File: config.mk
export PLATFORM = sky130hd
export DESIGN_NAME = lp_event_timer
export DESIGN_NICKNAME = d
export VERILOG_FILES = /design/src/rtl/lpt_pkg.sv /design/src/rtl/lpt_trig_edge.sv /design/src/rtl/lpt_counter.sv /design/src/rtl/lpt_wave.sv /design/src/rtl/lp_event_timer.sv
export SDC_FILE = /design/constraint.sdc
export NUM_CORES = 1
export LEC_CHECK = 0
export BUFFER_PORTS_ARGS = -buffer_cell sky130_fd_sc_hd__buf_2
export CORE_ASPECT_RATIO = 0.6
export CORE_MARGIN = 2
export CORE_UTILIZATION = 58
export CTS_CLUSTER_DIAMETER = 40
export DETAILED_ROUTE_END_ITERATION = 12
export HOLD_SLACK_MARGIN = 0.08
export MAX_ROUTING_LAYER = met4
export PLACE_DENSITY_LB_ADDON = 0.25
export SYNTH_ARGS = -nofsm -noshare
export SYNTH_HDL_FRONTEND = slang
export SYNTH_SLANG_ARGS = --single-unit
File: constraint.sdc
create_clock -name clk -period 4.52 [get_ports clk]
set_clock_uncertainty 0.1 [all_clocks]
set_input_delay 0.226 -clock clk [delete_from_list [all_inputs] [get_ports clk]]
set_output_delay 0.226 -clock clk [all_outputs]
set_load 0.02 [all_outputs]
File: src/rtl/lpt_pkg.sv
// Package: shared register addresses, control bit positions and count-mode
// codes for the dual-compare event timer. Assumes a 32-bit register word.
package lpt_pkg;
    localparam int B_MODE  = 0;
    localparam int B_TSEL  = 4;
    localparam int B_LOAD  = 8;
    localparam int B_CAPT  = 9;
    localparam int B_C0EN  = 11;
    localparam int B_C1EN  = 12;
    localparam int B_OUTEN = 13;
    localparam int B_OVFIE = 16;
    localparam int B_C0IE  = 17;
    localparam int B_OVFOE = 18;
    localparam int B_C0OE  = 19;
    localparam int B_C1IE  = 20;
    localparam int B_C1OE  = 21;
    localparam int B_INV   = 22;
    localparam int B_C0RST = 24;
    localparam int B_C1RST = 25;
    localparam int B_DBG   = 30;
    localparam int B_RUN   = 31;

    localparam int THR1_LSB = 16;

    localparam logic [7:0] A_CTRL = 8'h00;
    localparam logic [7:0] A_CNT  = 8'h10;
    localparam logic [7:0] A_THR  = 8'h20;
    localparam logic [7:0] A_STAT = 8'h30;

    // Control bits that are stored as plain read/write state.
    localparam logic [31:0] CTRL_RW_MASK =
        (32'h3 << B_MODE) | (32'hF << B_TSEL) |
        (32'h1 << B_C0EN) | (32'h1 << B_C1EN) | (32'h1 << B_OUTEN) |
        (32'h1 << B_OVFIE) | (32'h1 << B_C0IE) | (32'h1 << B_OVFOE) |
        (32'h1 << B_C0OE) | (32'h1 << B_C1IE) | (32'h1 << B_C1OE) |
        (32'h1 << B_INV) | (32'h1 << B_C0RST) | (32'h1 << B_C1RST) |
        (32'h1 << B_DBG) | (32'h1 << B_RUN);

    typedef enum logic [1:0] {
        CM_TICK = 2'd0,
        CM_RISE = 2'd1,
        CM_FALL = 2'd2,
        CM_BOTH = 2'd3
    } cnt_mode_e;
endpackage

File: src/rtl/lpt_trig_edge.sv
// Trigger synchroniser and edge detector. Every trigger line passes through
// SYNC_STAGES flops, plus one history flop. The chosen line's edge is decoded
// by mode. Assumes the select field is stable while edges are counted.
module lpt_trig_edge
    import lpt_pkg::*;
#(
    parameter int N_TRIG      = 16,
    parameter int SYNC_STAGES = 2,
    parameter int SEL_W       = $clog2(N_TRIG)
) (
    input  logic              clk,
    input  logic              rst_n,
    input  logic [N_TRIG-1:0] trig_in,
    input  logic [SEL_W-1:0]  sel,
    input  cnt_mode_e         mode,
    output logic              edge_hit
);
    logic [N_TRIG-1:0] sq [0:SYNC_STAGES];
    logic cur, prv;

    // Shift all trigger lines through the synchroniser and history stage.
    always_ff @(posedge clk) begin
        if (!rst_n) begin
            for (int i = 0; i <= SYNC_STAGES; i++) sq[i] <= '0;
        end else begin
            sq[0] <= trig_in;
            for (int i = 1; i <= SYNC_STAGES; i++) sq[i] <= sq[i-1];
        end
    end

    assign cur = sq[SYNC_STAGES-1][sel];
    assign prv = sq[SYNC_STAGES][sel];

    // Decode the selected line's transition according to the count mode.
    always_comb begin
        case (mode)
            CM_RISE: edge_hit = cur & ~prv;
            CM_FALL: edge_hit = ~cur & prv;
            CM_BOTH: edge_hit = cur ^ prv;
            default: edge_hit = 1'b0;
        endcase
    end
endmodule

File: src/rtl/lpt_counter.sv
// Counter with N_CMP compare channels. A pending load overrides counting in
// the same cycle. Compare hits fire on the increment that reaches a threshold.
// A hit on a channel whose reset is enabled sends the counter to zero.
module lpt_counter #(
    parameter int CNT_W = 16,
    parameter int N_CMP = 2
) (
    input  logic                        clk,
    input  logic                        rst_n,
    input  logic                        inc,
    input  logic                        load,
    input  logic [CNT_W-1:0]            load_val,
    input  logic [N_CMP-1:0][CNT_W-1:0] cmp_val,
    input  logic [N_CMP-1:0]            cmp_en,
    input  logic [N_CMP-1:0]            rst_en,
    output logic [CNT_W-1:0]            cnt_q,
    output logic                        ovf,
    output logic [N_CMP-1:0]            hit
);
    localparam logic [CNT_W-1:0] CNT_MAX = '1;

    logic [CNT_W-1:0] cnt_inc;
    logic [N_CMP-1:0] hit_rst;
    logic             step;

    assign step    = inc & ~load;
    assign cnt_inc = cnt_q + 1'b1;
    assign ovf     = step && (cnt_q == CNT_MAX);

    for (genvar g = 0; g < N_CMP; g++) begin : g_cmp
        assign hit[g]     = step && cmp_en[g] && (cnt_inc == cmp_val[g]);
        assign hit_rst[g] = hit[g] & rst_en[g];
    end

    // Update the counter: load, then step (with compare reset), else hold.
    always_ff @(posedge clk) begin
        if (!rst_n)       cnt_q <= '0;
        else if (load)    cnt_q <= load_val;
        else if (step)    cnt_q <= (|hit_rst) ? '0 : cnt_inc;
    end
endmodule

File: src/rtl/lpt_wave.sv
// Waveform state driven by overflow (set), compare 0 (clear) and compare 1
// (set), each under its own enable. The clear wins over the sets. The pin
// value is the state with optional inversion, gated by the output enable.
module lpt_wave (
    input  logic clk,
    input  logic rst_n,
    input  logic ovf,
    input  logic hit0,
    input  logic hit1,
    input  logic ovf_oe,
    input  logic c0_oe,
    input  logic c1_oe,
    input  logic inv,
    input  logic out_en,
    output logic wave_q,
    output logic wave_out
);
    // Hold the waveform state, applying clear before set.
    always_ff @(posedge clk) begin
        if (!rst_n)                                wave_q <= 1'b0;
        else if (hit0 && c0_oe)                    wave_q <= 1'b0;
        else if ((ovf && ovf_oe) || (hit1 && c1_oe)) wave_q <= 1'b1;
    end

    assign wave_out = out_en & (wave_q ^ inv);
endmodule

File: src/rtl/lp_event_timer.sv
// Top of the dual-compare event timer. Holds the register file, command
// pendings, sticky flags and interrupt, and ties together the trigger, counter
// and waveform units. Assumes one register access per cycle, with the
// combinational read selected by addr.
module lp_event_timer
    import lpt_pkg::*;
#(
    parameter int CNT_W  = 16,
    parameter int N_TRIG = 16,
    parameter int ADDR_W = 8,
    parameter int DATA_W = 32
) (
    input  logic              clk,
    input  logic              rst_n,
    input  logic              tick,
    input  logic [N_TRIG-1:0] trig_in,
    input  logic              dbg_halt,
    input  logic              wr_en,
    input  logic [ADDR_W-1:0] addr,
    input  logic [DATA_W-1:0] wdata,
    output logic [DATA_W-1:0] rdata,
    output logic              wave_out,
    output logic              irq
);
    localparam int SEL_W  = $clog2(N_TRIG);
    localparam int N_FLAG = 3;

    logic [DATA_W-1:0]     ctrl_q;
    logic                  ld_pend, cap_pend;
    logic [CNT_W-1:0]      cnt_reg, cnt_q;
    logic [1:0][CNT_W-1:0] thr_q;
    logic [N_FLAG-1:0]     flags, flag_set, flag_clr, flag_ie;
    logic [1:0]            hit;
    logic                  ovf, edge_hit, src, inc, frozen, wave_q;
    logic                  wr_ctrl, wr_cnt, wr_thr, wr_stat;
    cnt_mode_e             mode;

    assign wr_ctrl = wr_en && (addr == ADDR_W'(A_CTRL));
    assign wr_cnt  = wr_en && (addr == ADDR_W'(A_CNT));
    assign wr_thr  = wr_en && (addr == ADDR_W'(A_THR));
    assign wr_stat = wr_en && (addr == ADDR_W'(A_STAT));

    assign mode   = cnt_mode_e'(ctrl_q[B_MODE +: 2]);
    assign frozen = dbg_halt & ctrl_q[B_DBG];
    assign src    = (mode == CM_TICK) ? tick : edge_hit;
    assign inc    = ctrl_q[B_RUN] & ~frozen & src;

    // Control register and self-clearing load/capture commands.
    always_ff @(posedge clk) begin
        if (!rst_n) begin
            ctrl_q   <= '0;
            ld_pend  <= 1'b0;
            cap_pend <= 1'b0;
        end else if (wr_ctrl) begin
            ctrl_q   <= wdata & CTRL_RW_MASK;
            ld_pend  <= wdata[B_LOAD];
            cap_pend <= wdata[B_CAPT];
        end else begin
            ld_pend  <= 1'b0;
            cap_pend <= 1'b0;
        end
    end

    // Count register: a software write, else a capture of the counter.
    always_ff @(posedge clk) begin
        if (!rst_n)        cnt_reg <= '0;
        else if (wr_cnt)   cnt_reg <= wdata[CNT_W-1:0];
        else if (cap_pend) cnt_reg <= cnt_q;
    end

    // Threshold register holding both compare values.
    always_ff @(posedge clk) begin
        if (!rst_n) thr_q <= '0;
        else if (wr_thr) begin
            thr_q[0] <= wdata[0 +: CNT_W];
            thr_q[1] <= wdata[THR1_LSB +: CNT_W];
        end
    end

    assign flag_set = {hit[1], hit[0], ovf};
    assign flag_clr = wr_stat ? wdata[N_FLAG-1:0] : '0;
    assign flag_ie  = {ctrl_q[B_C1IE], ctrl_q[B_C0IE], ctrl_q[B_OVFIE]};

    // Sticky flags: a new event wins over a write-one-to-clear.
    always_ff @(posedge clk) begin
        if (!rst_n) flags <= '0;
        else        flags <= (flags & ~flag_clr) | flag_set;
    end

    assign irq = |(flags & flag_ie);

    // Read multiplexer for the four decoded locations.
    always_comb begin
        rdata = '0;
        case (addr)
            ADDR_W'(A_CTRL): rdata = ctrl_q | (DATA_W'(ld_pend) << B_LOAD)
                                            | (DATA_W'(cap_pend) << B_CAPT);
            ADDR_W'(A_CNT):  rdata = DATA_W'(cnt_reg);
            ADDR_W'(A_THR):  rdata = DATA_W'(thr_q[0]) | (DATA_W'(thr_q[1]) << THR1_LSB);
            ADDR_W'(A_STAT): rdata = DATA_W'(flags);
            default:         rdata = '0;
        endcase
    end

    lpt_trig_edge #(.N_TRIG(N_TRIG), .SYNC_STAGES(2)) u_trig (
        .clk(clk), .rst_n(rst_n), .trig_in(trig_in),
        .sel(ctrl_q[B_TSEL +: SEL_W]), .mode(mode), .edge_hit(edge_hit)
    );

    lpt_counter #(.CNT_W(CNT_W), .N_CMP(2)) u_cnt (
        .clk(clk), .rst_n(rst_n), .inc(inc), .load(ld_pend),
        .load_val(cnt_reg), .cmp_val(thr_q),
        .cmp_en({ctrl_q[B_C1EN], ctrl_q[B_C0EN]}),
        .rst_en({ctrl_q[B_C1RST], ctrl_q[B_C0RST]}),
        .cnt_q(cnt_q), .ovf(ovf), .hit(hit)
    );

    lpt_wave u_wave (
        .clk(clk), .rst_n(rst_n), .ovf(ovf), .hit0(hit[0]), .hit1(hit[1]),
        .ovf_oe(ctrl_q[B_OVFOE]), .c0_oe(ctrl_q[B_C0OE]), .c1_oe(ctrl_q[B_C1OE]),
        .inv(ctrl_q[B_INV]), .out_en(ctrl_q[B_OUTEN]),
        .wave_q(wave_q), .wave_out(wave_out)
    );
endmodule

==> results of run 1 <==
-- worst max-delay path, cell delays in order (launching register included) --
cell	delay (ns)
dfxtp_1	0.67
mux4_2	0.60
mux4_2	0.50
inv_1	0.09
ha_1	0.23
inv_1	0.05
mux4_2	0.27
and2_1	0.25
o2111ai_1	0.16
nor4_2	0.38
and3_1	0.25
buf_4	0.23
a211o_1	0.15
a21oi_1	0.07
-- power breakdown --
group	leakage [uW]	total, uW	internal (uW)	switching, uW
clock network	0.000294	1450	858	594
logic	0.00185	132	67.4	64.4
registers	0.00112	1240	1230	10.2
total	0.00326	2830	2160	668
-- per-stage QoR --
step	hold WS [ns]	worst slack, ns
after floorplan	0.253	0.677
after global placement	0.317	0.548
after detailed placement	0.319	0.413
after CTS	0.218	0.364
after global routing	0.230	0.150
final	0.232	0.348
-- kinds of logic after synthesis --
| family | count (synthesis) |
|---|---|
| adders and majority gates | 3 |
| DFF | 138 |
| AOI/OAI and AO/OA | 164 |
| xor gates and xnor gates | 41 |
| muxes | 53 |
| and+or+nand+nor | 340 |
| buffers and inverters | 74 |
-- worst max path at each step --
stage                            endpoint  slack [ns]
after floorplan            u_cnt.cnt_q[7]        0.68
after global placement     u_cnt.cnt_q[1]        0.55
after detailed placement   u_cnt.cnt_q[1]        0.41
after CTS                 u_cnt.cnt_q[12]        0.36
after global routing      u_cnt.cnt_q[12]        0.15
final                     u_cnt.cnt_q[12]        0.35
-- layout make-up --
cell class	count	area, sq um
Fill cell	870	2950
Timing Repair Buffer	156	1060
Inverter	9	33.8
Clock inverter	13	156
Sequential cell	138	2760
Multi-Input combinational cell	601	3910
Clock buffer	19	453
Antenna cell	1	2.50
Tap cell	160	200
-- layout by cell type, fill, tap and decap left out, types with 4 or more instances in the layout --
| master | count |
|---|---|
| a211o_1 | 14 |
| buf_4 | 14 |
| buf_2 | 94 |
| xor2_1 | 14 |
| o2111ai_1 | 6 |
| or3_1 | 4 |
| mux4_2 | 13 |
| and3_1 | 15 |
| clkbuf_16 | 17 |
| a22oi_1 | 21 |
| and4_1 | 6 |
| dfxtp_1 | 138 |
| or2_2 | 4 |
| xnor2_1 | 26 |
| o21ai_0 | 7 |
| a211oi_1 | 18 |
| dlygate4sd3_1 | 48 |
| inv_6 | 6 |
| nand2b_1 | 12 |
| and2_1 | 52 |
| inv_1 | 8 |
| nor2_1 | 66 |
| a21oi_1 | 85 |
| nand3_1 | 16 |
| mux2i_1 | 39 |
| nor3_1 | 6 |
| nand2_1 | 129 |
-- metal layers --
metal | vias to the layer above | track usage, % | share of wire (%)
met5 | - | - | 0
met4 | 0 | 12.7 | 2.5
met3 | 71 | 10.0 | 12
met2 | 412 | 57.2 | 43
met1 | 3179 | 49.1 | 43
li1 | 3045 | - | -
-- repair_timing --
action                    4_1_cts  5_1_grt
hold buffers                   48        0
gates resized for setup         0        0
hold endpoints to repair       88        0
setup buffers                   0        0
==> reports/metrics.cfg, run 1 <==
[run_status]
status=completed

[setup_path]
crit_arrival_ns=4.35
rrSetupSlack_ns=0.35
required_ns=4.70
endpoint_kind=flop
critPathMaxFanout=15
critPathKind=reg -> reg
rr_worst_depth=13
crit_path_start_kind=flop
crit_start=ctrl_q[4]
r2r_end=u_cnt.cnt_q[12]
r2r_start=ctrl_q[4]

[logic_synthesis]
async_flop_share_pct=0
syn_area_sq_um=6980
syn_inst=813
synth_mux_area_share_pct=9.95
ys_top_cells_by_area=dfxtp_1 (40%), nand2_1 (6.9%), a21oi_1 (6.1%), mux2i_1 (5.6%), and2_1 (4.7%)
synth-simple-area-share_pct=25.0
yosysTopAreaCellShare_pct=39.6
ys_seq_elements=138
synth_cell_type_count=65
synth_top_family_by_area=simple AND/OR/NAND/NOR gates
yosysMostFrequentCell=dfxtp_1
synth_fa_ha_area_share_pct=0.538
synth_common_cells=dfxtp_1 (138), nand2_1 (129), a21oi_1 (85)
synth_xor_area_share_pct=5.34
ys_seq_area_share_pct=39.6
yosysWarnings=0
yosys.area.top_type=dfxtp_1
syn_avg_cell_area_sq_um=8.58
synth_nets=877
synth_edf_count=0
synth_compound_area_share_pct=15.0
yosys_most_used_dff=dfxtp_1

[sta]
drv_slew=0
max_freq_mhz=240
hold_violations=0
fin_setup_tns_ns=0
max_slew_margin_pct=25.2
period_share_pct=92.3
rsz0062_at_grt=no
setup_viol=0
tightest_slew_ns=1.12
period_needed_ns=4.17

[clock_tree]
worst_skew_pair.late_latency_ns=0.43
cts_buffers=17
clk_pin_slew_worst_paths_ns=0.07
tritoncts=done
clk_path_buf_depth=2
ctsRootBufferMaster=clkbuf_16
htree_levels=4
clock-sinks=138

[drt]
vias=6707
routed_wl_microns=23000
wl_per_cell_microns=21.0
first_pass_iters=5
final_antenna_net_count=0
drc=0
first_iter_violations=869
via_per_inst=6.11

[cells_and_area]
finalNonFillerCells=1097
fin_util_pct=74.4
largest_reg_flops=48
design_area_sq_um=8570
top_regs=u_trig.sq: 48 flops, thr_q: 32 flops, ctrl_q: 20 flops
design.final.nets=987
final_layout_size_suffix_gt1_share_pct=18.7
regMostFlops=u_trig.sq
synthToLayoutAreaGrowth_pct=22.8

[placement]
place_area_sq_um=7480
gp_congestion=1.02
dpl.hpwl_microns=15800
io_buffers=94
dp.cells=1016

[worst_hold_path]
hp-class=in -> reg
min_to=ctrl_q[25]
hold_depth=4
hp-start=wr_en

[floorplan]
initial_utilization_pct=60.6
ios=95
rows=30
fp.dieH_microns=89.0
dieArea_sq_um=13000
die_x_microns=146
core_area_sq_um=11500

[power_and_ir_drop]
p_leak_uw=0.00326
ir_worst_vdd_uv=270
powerDensity_nw_per_um2=330
total_power_uw=2830

[global_routing]
grt_pass1_vias=6496
grt_max_degree=53
grt_pass1_wl_microns=35900
gr-total-overflow=0
track_usage_pct=37.6
antenna_found_initial=1

[job]
cap_violations=0

Note: power is estimated with default switching activity, not from simulation.
==> inputs of run 2 (changes only) <==
--- a/config.mk
+++ b/config.mk
@@ -6,4 +6,5 @@
 export NUM_CORES = 1
 export LEC_CHECK = 0
+export ABC_AREA = 1
 export BUFFER_PORTS_ARGS = -buffer_cell sky130_fd_sc_hd__buf_2
 export CORE_ASPECT_RATIO = 0.6
--- a/constraint.sdc
+++ b/constraint.sdc
@@ -3,3 +3,3 @@
 set_input_delay 0.226 -clock clk [delete_from_list [all_inputs] [get_ports clk]]
 set_output_delay 0.226 -clock clk [all_outputs]
-set_load 0.02 [all_outputs]
+set_load 0.005 [all_outputs]
==> run 2 against run 1 <==
- worst setup slack better by 0.27 ns
- routed wire length is 3.6% lower
- power is 3.5% lower
- sequential power hardly changed
- utilization is 0.41 points lower
- highest routed layer unchanged
==> reports/metrics.cfg, run 2 <==
[power_and_ir_drop]
powerDensity_nw_per_um2=322
power.internal_uw=2030
pwr-share-seq_pct=45.5
clkPwrFrac_pct=49.8
switchingPower_uw=699
p_leak_uw=0.00374
swShare_pct=25.6
ir_worst_vdd_uv=265
combPwrFrac_pct=4.7

[floorplan]
fp.dieH_microns=88.4
initial_utilization_pct=60.1
rows=30
core_area_sq_um=11400
dieArea_sq_um=12800
die_x_microns=145
ios=95

[logic_synthesis]
yosys.area.top_type=dfxtp_1
syn_avg_cell_area_sq_um=6.79
async_flop_share_pct=0
synth_common_cells=nand2_1 (194), inv_1 (177), dfxtp_1 (138)
ys_seq_elements=138
syn_area_sq_um=6890
synth_cell_type_count=34
yosys_most_used_dff=dfxtp_1
yosysTopAreaCellShare_pct=40.1
ys_top_cells_by_area=dfxtp_1 (40%), nand2_1 (11%), inv_1 (9.6%), nor2_1 (6.1%), nand3_1 (5.0%)
yosysMostFrequentCell=nand2_1
yosysWarnings=0
synth_nets=1078
ys_seq_area_share_pct=40.1
synth_edf_count=0
syn_inst=1014

[run_status]
status=completed

[worst_hold_path]
hold_depth=4
min_to=flags[2]
hp-start=wr_en
hp-class=in -> reg

[setup_path]
critPathMaxFanout=26
crit_arrival_ns=4.07
r2r_end=u_cnt.cnt_q[13]
crit_path_start_kind=flop
rrSetupSlack_ns=0.61
endpoint_kind=flop
critPathKind=reg -> reg
rr_worst_depth=18
required_ns=4.68
crit_start=ctrl_q[4]
r2r_start=ctrl_q[4]

[clock_tree]
cts_setup_buffers=0
cts_buffers=17
htree_levels=4
clk_path_buf_depth=2
worst_skew_pair.late_latency_ns=0.43
clk_pin_slew_worst_paths_ns=0.07
clock-sinks=138
tritoncts=done
ctsRootBufferMaster=clkbuf_16

[global_routing]
grt_max_degree=85
gr-total-overflow=0
track_usage_pct=36.4
grt_pass1_vias=6562
grt_pass1_wl_microns=34300
antenna_found_initial=0

[drt]
final_antenna_net_count=0
vias=7317
wl_per_cell_microns=16.9
drc=0
routed_wl_microns=22200
first_iter_violations=908
via_per_inst=5.59
first_pass_iters=6

[cells_and_area]
final_layout_size_suffix_gt1_share_pct=14.2
design.final.nets=1199
mostFrequentLayoutCell=nand2_1
finalNonFillerCells=1308
final_cell_mix=nand2_1 (194), inv_1 (177), dfxtp_1 (138)
n_fill_cell=878
regMostFlops=u_trig.sq
largest_reg_flops=48
antenna_cells=0
synthToLayoutAreaGrowth_pct=23.0
top_regs=u_trig.sq: 48 flops, thr_q: 32 flops, ctrl_q: 20 flops

[placement]
io_buffers=94
dp.cells=1228
gp_congestion=0.951
dpl.hpwl_microns=14600

[sta]
hold_violations=0
period_needed_ns=3.91
drv_slew=0
fin_setup_tns_ns=0
rsz0062_at_grt=no
holdWs_ns=0.173
max_freq_mhz=256
setup_viol=0
tightest_slew_ns=1.27
period_share_pct=86.4
max_slew_margin_pct=15.1

[job]
cap_violations=0

-- run 2: cell count changes after synthesis, sizes merged, moves of 53 or more --
cell / previous run / this run
nand3: 17 / 75
o21ai: 8 / 61
and2: 54 / 0
inv: 8 / 180
nor2: 66 / 122
nand2: 129 / 200
-- run 2: critical path, stage by stage (launching register included) --
cell and delay (ns):
dfxtp_1 0.93, mux2i_1 0.29, o21ai_0 0.11, o211ai_1 0.20, nand2_1 0.10, inv_1 0.07
ha_1 0.23, inv_1 0.06, nand2_1 0.05, nand3_1 0.07, nand3_1 0.13, nor2_1 0.32
nand2_1 0.09, nor2_1 0.12, nand3_1 0.10, nor2_2 0.15, nand3_2 0.36, nand3_1 0.20
a21oi_1 0.08
-- run 2: cell families after synthesis --
logic type / count (synthesis) / share of synthesized area [%]
compound gates: 204 / 17.5
xor+xnor: 5 / 0.636
fa+ha+maj: 3 / 0.545
buf+inv: 229 / 12.8
flops: 138 / 40.1
mux: 8 / 1.16
simple gates: 427 / 27.3
-- run 2: final cells by class --
| class | instances | area [sq um] | share of cell area (%) |
|---|---|---|---|
| Multi-Input combinational cell | 647 | 3250 | 38.4 |
| Sequential cell | 138 | 2760 | 32.6 |
| Timing Repair Buffer | 148 | 996 | 11.8 |
| Inverter | 183 | 687 | 8.11 |
| Clock buffer | 18 | 439 | 5.19 |
| Tap cell | 160 | 200 | 2.36 |
| Clock inverter | 14 | 128 | 1.51 |
-- run 2: metal layers --
| layer | up-vias | routed length, microns | GRT usage, % |
|---|---|---|---|
| li1 | 3528 | - | - |
| met1 | 3269 | 9590 | 50.0 |
| met2 | 476 | 9390 | 53.9 |
| met3 | 44 | 2860 | 9.74 |
| met4 | 0 | 321 | 8.56 |
| met5 | - | 0 | - |
-- run 2: how the worst max path moves through the flow --
stage | endpoint | slack, ns
finish | u_cnt.cnt_q[13] | 0.61
global route | u_cnt.cnt_q[9] | 0.19
CTS | u_cnt.cnt_q[13] | 0.69
detailed placement | u_cnt.cnt_q[13] | 0.69
global placement | u_cnt.cnt_q[4] | 1.02
floorplan | u_cnt.cnt_q[7] | 1.40
-- run 2: power by group through the flow --
stage	Sequential, uW	Combinational [uW]	Clock, uW
3_5_place_dp	1270	92.3	0
5_1_grt	1240	141	1400
3_3_place_gp	1270	89.8	0
6_report	1240	128	1360
4_1_cts	1240	125	1350
2_1_floorplan	1270	46.7	0
-- run 2: repair_timing --
action / 4_1_cts / 5_1_grt
endpoints found under the hold margin: 86 / 0
hold buffers: 48 / 0
resized for setup: 0 / 0
-- run 2: stage by stage --
step / setup WS [ns] / area (sq um) / total power [uW] / util, %
after global placement: 1.02 / 7420 / 1360 / 64.8
after detailed placement: 0.688 / 7420 / 1360 / 64.8
final: 0.613 / 8470 / 2730 / 74.0
after CTS: 0.693 / 8470 / 2710 / 74.0
after global routing: 0.185 / 8470 / 2790 / 74.0
after floorplan: 1.40 / 6890 / 1310 / -
